`src/rtl/pcc_pkg.sv`:
```
package pcc_pkg;
  localparam int NUM_SRC = 3;
  localparam int SRC_W   = 2;
  localparam int SEL_W   = 2;
  localparam int MODE_W  = 3;

  typedef enum logic [1:0] {
    PS_RUN   = 2'd0,
    PS_IDLE  = 2'd1,
    PS_SLEEP = 2'd2
  } pstate_e;

  localparam logic [SRC_W-1:0] SRC_PRI = SRC_W'(0);
  localparam logic [SRC_W-1:0] SRC_SEC = SRC_W'(1);
  localparam logic [SRC_W-1:0] SRC_INT = SRC_W'(2);

  // select bit 1 set picks the internal block regardless of bit 0
  function automatic logic [SRC_W-1:0] sel_to_src(input logic [SEL_W-1:0] sel);
    if (sel[1]) return SRC_INT;
    if (sel[0]) return SRC_SEC;
    return SRC_PRI;
  endfunction

  // top bit flags idle, low bits carry source index plus one, all zero is sleep
  function automatic logic [MODE_W-1:0] mode_code(input pstate_e st,
                                                  input logic [SRC_W-1:0] src);
    logic [MODE_W-1:0] m;
    if (st == PS_SLEEP) begin
      m = '0;
    end else begin
      m = MODE_W'(src) + MODE_W'(1);
      m[MODE_W-1] = (st == PS_IDLE);
    end
    return m;
  endfunction
endpackage

```
`src/rtl/pcc_ctl_reg.sv`:
```
module pcc_ctl_reg
  import pcc_pkg::*;
#(
  parameter int SW = SEL_W,
  parameter int IW = SRC_W
) (
  input  logic          clk,
  input  logic          rst,
  input  logic          wr_en,
  input  logic          wr_idle,
  input  logic [SW-1:0] wr_sel,
  output logic          idle_q,
  output logic [SW-1:0] sel_q,
  output logic [IW-1:0] tgt_src
);
  always_ff @(posedge clk) begin
    if (rst) begin
      idle_q <= 1'b0;
      sel_q  <= '0;
    end else if (wr_en) begin
      idle_q <= wr_idle;
      sel_q  <= wr_sel;
    end
  end

  // a write in flight is visible to the source tracker in its own cycle
  always_comb begin
    tgt_src = wr_en ? sel_to_src(wr_sel) : sel_to_src(sel_q);
  end

  AST_TGT_LEGAL: assert property (@(posedge clk) disable iff (rst)
    tgt_src != IW'(3)) else $error("target index out of range");
endmodule

```
`src/rtl/pcc_mode_fsm.sv`:
```
module pcc_mode_fsm
  import pcc_pkg::*;
(
  input  logic    clk,
  input  logic    rst,
  input  logic    sleep_req,
  input  logic    wake,
  input  logic    idle_q,
  output pstate_e st_q,
  output pstate_e st_nx
);
  always_comb begin
    st_nx = st_q;
    unique case (st_q)
      PS_RUN:           if (sleep_req) st_nx = idle_q ? PS_IDLE : PS_SLEEP;
      PS_IDLE, PS_SLEEP: if (wake)     st_nx = PS_RUN;
      default:                         st_nx = PS_RUN;
    endcase
  end

  always_ff @(posedge clk) begin
    if (rst) st_q <= PS_RUN;
    else     st_q <= st_nx;
  end

  AST_IDLE_ENTRY: assert property (@(posedge clk) disable iff (rst)
    (st_q == PS_RUN && sleep_req && idle_q) |=> st_q == PS_IDLE)
    else $error("idle entry missed");
  AST_SLEEP_ENTRY: assert property (@(posedge clk) disable iff (rst)
    (st_q == PS_RUN && sleep_req && !idle_q) |=> st_q == PS_SLEEP)
    else $error("sleep entry missed");
  AST_WAKE_RUN: assert property (@(posedge clk) disable iff (rst)
    (st_q != PS_RUN && wake) |=> st_q == PS_RUN)
    else $error("wake did not return to run");
  AST_STROBE_IGNORED: assert property (@(posedge clk) disable iff (rst)
    (st_q != PS_RUN && !wake) |=> $stable(st_q))
    else $error("low-power state left without wake");
  AST_LEGAL_STATE: assert property (@(posedge clk) disable iff (rst)
    st_q inside {PS_RUN, PS_IDLE, PS_SLEEP})
    else $error("illegal state");
endmodule

```
`src/rtl/pcc_src_track.sv`:
```
module pcc_src_track
  import pcc_pkg::*;
#(
  parameter int NS = NUM_SRC,
  parameter int IW = SRC_W
) (
  input  logic          clk,
  input  logic          rst,
  input  logic [IW-1:0] tgt_src,
  input  logic [NS-1:0] osc_ready,
  input  logic          freeze,
  output logic [IW-1:0] act_q,
  output logic [IW-1:0] act_nx,
  output logic          pend_q
);
  localparam int PAD = 2 ** IW;

  logic [PAD-1:0] rdy_pad;
  logic [PAD-1:0] rdy_prev;
  logic           pend_nx;

  for (genvar g = 0; g < PAD; g++) begin : g_rdy
    if (g < NS) begin : g_real
      assign rdy_pad[g] = osc_ready[g];
    end else begin : g_pad
      assign rdy_pad[g] = 1'b0;
    end
  end

  always_comb begin
    act_nx  = act_q;
    pend_nx = 1'b0;
    if (!freeze) begin
      if (rdy_pad[tgt_src]) act_nx = tgt_src;
      else                  pend_nx = (tgt_src != act_q);
    end
  end

  always_ff @(posedge clk) begin
    if (rst) begin
      act_q  <= SRC_PRI;
      pend_q <= 1'b0;
    end else begin
      act_q  <= act_nx;
      pend_q <= pend_nx;
    end
  end

  always_ff @(posedge clk) rdy_prev <= rdy_pad;

  AST_SWITCH_NEEDS_READY: assert property (@(posedge clk) disable iff (rst)
    !$stable(act_q) |-> rdy_prev[act_q])
    else $error("switched to a stopped source");
  AST_FROZEN_IN_SLEEP: assert property (@(posedge clk) disable iff (rst)
    freeze |=> (!pend_q && $stable(act_q)))
    else $error("source moved during sleep");
endmodule

```
`src/rtl/pcc_out_stage.sv`:
```
module pcc_out_stage
  import pcc_pkg::*;
#(
  parameter int IW = SRC_W,
  parameter int MW = MODE_W
) (
  input  logic          clk,
  input  logic          rst,
  input  pstate_e       st_nx,
  input  logic [IW-1:0] act_nx,
  output logic          cpu_en,
  output logic          per_en,
  output logic [MW-1:0] mode
);
  always_ff @(posedge clk) begin
    if (rst) begin
      cpu_en <= 1'b1;
      per_en <= 1'b1;
      mode   <= mode_code(PS_RUN, SRC_PRI);
    end else begin
      cpu_en <= (st_nx == PS_RUN);
      per_en <= (st_nx != PS_SLEEP);
      mode   <= mode_code(st_nx, act_nx);
    end
  end

  AST_MODE_NO_GAP: assert property (@(posedge clk) disable iff (rst)
    mode != MW'(4)) else $error("unused mode code");
endmodule

```
`src/rtl/pwr_clk_ctrl.sv`:
```
module pwr_clk_ctrl
  import pcc_pkg::*;
(
  input  logic              clk,
  input  logic              rst,
  input  logic              ctl_we,
  input  logic              ctl_idle_en,
  input  logic [SEL_W-1:0]  ctl_src_sel,
  input  logic              sleep_req,
  input  logic [NUM_SRC-1:0] osc_ready,
  input  logic              wake_evt,
  output logic [SRC_W-1:0]  act_src,
  output logic              cpu_clk_en,
  output logic              per_clk_en,
  output logic [MODE_W-1:0] mode,
  output logic              switch_pending
);
  logic             idle_q;
  logic [SEL_W-1:0] sel_q;
  logic [SRC_W-1:0] tgt_src;
  logic [SRC_W-1:0] act_nx;
  pstate_e          st_q;
  pstate_e          st_nx;

  pcc_ctl_reg #(.SW(SEL_W), .IW(SRC_W)) u_ctl (
    .clk(clk), .rst(rst), .wr_en(ctl_we), .wr_idle(ctl_idle_en),
    .wr_sel(ctl_src_sel), .idle_q(idle_q), .sel_q(sel_q), .tgt_src(tgt_src)
  );

  pcc_mode_fsm u_fsm (
    .clk(clk), .rst(rst), .sleep_req(sleep_req), .wake(wake_evt),
    .idle_q(idle_q), .st_q(st_q), .st_nx(st_nx)
  );

  pcc_src_track #(.NS(NUM_SRC), .IW(SRC_W)) u_src (
    .clk(clk), .rst(rst), .tgt_src(tgt_src), .osc_ready(osc_ready),
    .freeze(st_nx == PS_SLEEP), .act_q(act_src), .act_nx(act_nx),
    .pend_q(switch_pending)
  );

  pcc_out_stage #(.IW(SRC_W), .MW(MODE_W)) u_out (
    .clk(clk), .rst(rst), .st_nx(st_nx), .act_nx(act_nx),
    .cpu_en(cpu_clk_en), .per_en(per_clk_en), .mode(mode)
  );

  AST_SLEEP_DARK: assert property (@(posedge clk) disable iff (rst)
    (st_q == PS_SLEEP) |-> (!cpu_clk_en && !per_clk_en && mode == '0))
    else $error("clock enabled in sleep");
  AST_IDLE_PER_ONLY: assert property (@(posedge clk) disable iff (rst)
    (st_q == PS_IDLE) |-> (!cpu_clk_en && per_clk_en))
    else $error("idle enables wrong");
  AST_RUN_BOTH: assert property (@(posedge clk) disable iff (rst)
    (st_q == PS_RUN) |-> (cpu_clk_en && per_clk_en))
    else $error("run enables wrong");
  AST_PEND_ONLY_AWAKE: assert property (@(posedge clk) disable iff (rst)
    switch_pending |-> per_clk_en)
    else $error("pending while asleep");
  AST_SEL_STORED: assert property (@(posedge clk) disable iff (rst)
    ctl_we |=> sel_q == $past(ctl_src_sel))
    else $error("select write lost");
endmodule

```
`config.mk`:
```
export PLATFORM = sky130hd
export DESIGN_NAME = pwr_clk_ctrl
export DESIGN_NICKNAME = d
export VERILOG_FILES = /design/src/rtl/pcc_pkg.sv /design/src/rtl/pcc_ctl_reg.sv /design/src/rtl/pcc_mode_fsm.sv /design/src/rtl/pcc_src_track.sv /design/src/rtl/pcc_out_stage.sv /design/src/rtl/pwr_clk_ctrl.sv
export SDC_FILE = /design/constraint.sdc
export NUM_CORES = 1
export LEC_CHECK = 0
export ABC_CLOCK_PERIOD_IN_PS = 1990
export BUFFER_PORTS_ARGS = -buffer_cell sky130_fd_sc_hd__buf_2
export CAP_MARGIN = 0
export CORE_MARGIN = 2
export CORE_UTILIZATION = 45
export DETAILED_ROUTE_END_ITERATION = 10
export MAX_ROUTING_LAYER = met4
export PLACE_DENSITY = 0.82
export SLEW_MARGIN = 20
export SYNTH_ARGS = -nofsm -noshare
export SYNTH_HDL_FRONTEND = slang
export SYNTH_SLANG_ARGS = --single-unit
```
`constraint.sdc`:
```
create_clock -name clk -period 1.99 [get_ports clk]
set_input_delay 0.4975 -clock clk [delete_from_list [all_inputs] [get_ports clk]]
set_output_delay 0.4975 -clock clk [all_outputs]
set_load 0.01 [all_outputs]
```
==> run summary <==
power per cell area -> 755 nW/um^2
CP Launch Type -> flip-flop
RSZ-0062 raised after global routing -> no
clock slew at reported path FFs -> 80 ps
Post-synth EDFFs -> 0
setup ws final -> 286 ps
VDD IR max -> 0.525 mV
Commonest cells post-synth -> dfxtp_1 (13), nor2_1 (8), inv_1 (5), nand2_1 (5), mux2i_1 (3)
Post-CTS Setup Bufs -> 0
Synth Flop Type -> dfxtp_1
Hold Buf Count CTS -> 0
setup violators final -> 0
cell breakdown of the critical path -> inv_1 -> ha_1 -> nand2b_1 -> a21oi_1 -> o2111a_1 -> nor2_1 -> o221a_2
Chip Height -> 41.0 um
later-pin clock latency in the skew report -> 270 ps
Worst R2R Path Depth -> 7
static leakage -> 0.343 nW
gr ovfl total -> 0
Synth top area share -> 42.3%
Worst Tran Pin Value -> 470 ps
cell taking the most area after synthesis -> dfxtp_1
FF/Latch Area -> 260 um^2
htree depth -> 1
fmax -> 0.587 GHz
fin crit share -> 85.6%
RR Endpoint -> u_src.act_q[0]
FF-to-FF Start -> u_fsm.st_q[1]
Port Buffer Count -> 18
crit path kind -> flip-flop to flip-flop
Yosys reg bits -> 13
vias in the first global route -> 408
Critical Path RT -> 2160 ps
Ports -> 19
Detailed Route Iter0 Violations -> 3
Vias/cell -> 5.08
ANT cells -> 0
Routed wire per std cell -> 10.7 um
area grow syn2layout -> 19.5%
initial antenna violation count -> 0
die span in x -> 41.0 um
# DRC -> 0
final hold vios -> 0
register area share after synthesis -> 42.3%
clock root buffer master -> clkbuf_4
FILL cells -> 129
crit path DAT -> 1880 ps
CP max-delay cell -> o2111a_1
area of the multi-input gates -> 322 um^2
R2R setup slack -> 290 ps
Clock Path Buffers -> 2
Starting Density -> 47.9%
Slew HR -> 68.2%
core area -> 1280 um^2
router iterations before antenna repair -> 4
CTS tree -> yes
CTS sink cnt -> 13
min Tclk post-route -> 1700 ps
DP Wirelength -> 828 um
pre-CTS WS -> 212 ps
Min-Delay Path Class -> input port to flip-flop
worst clock skew -> 4.73 ps
Syn Area/Cell -> 9.47 um^2
Post-Route WL -> 1070 um
syn_nets -> 78
largest net degree at the start of global routing -> 10
Final Net Count -> 99
total vias in the final route -> 508
global-route wire length before repair -> 1730 um
fraction of layout cells with a size suffix above 1 -> 29.4%
mapped cell area -> 616 um^2
setup tns final -> 0 ps
worst-path maximum fanout -> 8
post-CTS sizing -> 0
post-route ant nets -> 0
gr usage total -> 17.0%
Critical Path End Type -> flip-flop
Syn. warnings -> 0
worst hold path endpoint -> u_ctl.idle_q
Post-synth ARST share -> 0%
Post-Synthesis Cells -> 65
Die ar. -> 1680 um^2
CTS Buf Count -> 3
Worst Hold Depth -> 3
top cells by area, synth -> dfxtp_1 (42%), mux2i_1 (4.9%), nor2_1 (4.9%)
Final Max Slew Viols -> 0
crit-path max cell delay -> 360 ps
Synth cell types -> 31
worst hold start -> ctl_idle_en
max-capacitance violation count -> 0
number of placement rows -> 13
outcome -> complete, no violations
final estimated routing congestion in global placement -> 0.744
most numerous cell in the Yosys netlist -> dfxtp_1
## area by class of cell
| cell class | count | share of cell area, % |
|---|---|---|
| clock buffer | 4 | 3.57 |
| inverter | 5 | 2.55 |
| multi-input combinational | 45 | 43.7 |
| sequential | 13 | 35.4 |
| tap | 15 | 2.55 |
| timing repair buffer | 18 | 12.2 |
## registers in the layout, indices dropped and copies added, names as in the netlist
name,cells
u_ctl.idle_q,1
u_out.per_en,1
u_ctl.sel_q,2
u_fsm.st_q,2
u_out.mode,3
u_src.pend_q,1
u_src.act_q,2
u_out.cpu_en,1
## layout by cell type, fill, tap and decap left out, drive strengths merged, types with 3 or more instances in the layout
cell type and count:
inv 5, dfxtp 13, nand2 5, buf 18
nor2 8, clkbuf 4, mux2i 3
## layer usage
layer / vias up / wire, um / track usage (%)
li1: 267 / - / -
met4: 0 / 14 / 7.50
met2: 15 / 481 / 23.0
met3: 2 / 75 / 8.15
met5: - / 0 / -
met1: 224 / 499 / 20.9
## cell families after synthesis
logic type / count (synthesis) / synth area share [%]
XOR/XNOR: 3 / 4.27
AND/OR/NAND/NOR: 24 / 20.1
adder cells (fa/ha/maj): 2 / 4.06
AO/OA/AOI/OAI: 12 / 16.5
multiplexers: 4 / 7.32
flip-flops: 13 / 42.3
buffers and inverters: 7 / 5.49
## per-stage QoR
step	hold WS (ps)	total power, mW	utilization, %	cell area [um^2]	cells
floorplan	476	0.369	-	616	65
global placement	515	0.399	55.2	709	96
CTS	451	0.559	57.3	736	100
finish	453	0.556	57.3	736	100
detailed placement	518	0.401	55.2	709	96
global route	480	0.601	57.3	736	100
## worst max-delay path by stage
stage | end | cells past startpoint | from
final | u_src.act_q[0] | 7 | u_fsm.st_q[1]
after global routing | u_src.act_q[1] | 7 | u_fsm.st_q[1]
after CTS | u_src.act_q[0] | 7 | u_fsm.st_q[1]
after detailed placement | u_src.act_q[1] | 5 | ctl_we
after global placement | u_out.mode[1] | 5 | ctl_we
after floorplan | u_out.mode[1] | 5 | ctl_we
## critical path: cells and delay by family, from the launching register on
| family | cells | cell delay, ps |
|---|---|---|
| and+or+nand+nor | 2 | 140 |
| adders and majority gates | 1 | 270 |
| DFF | 1 | 340 |
| buffers and inverters | 1 | 60 |
| AOI/OAI and AO/OA | 3 | 790 |
## power breakdown
part	leakage, nW	switching (mW)	total (mW)	internal (mW)
clock	0.0150	0.0834	0.161	0.0777
combinational	0.221	0.0585	0.107	0.0486
sequential	0.107	0.00856	0.288	0.279
total	0.343	0.151	0.556	0.405
Note: power is estimated with default switching activity, not from simulation.
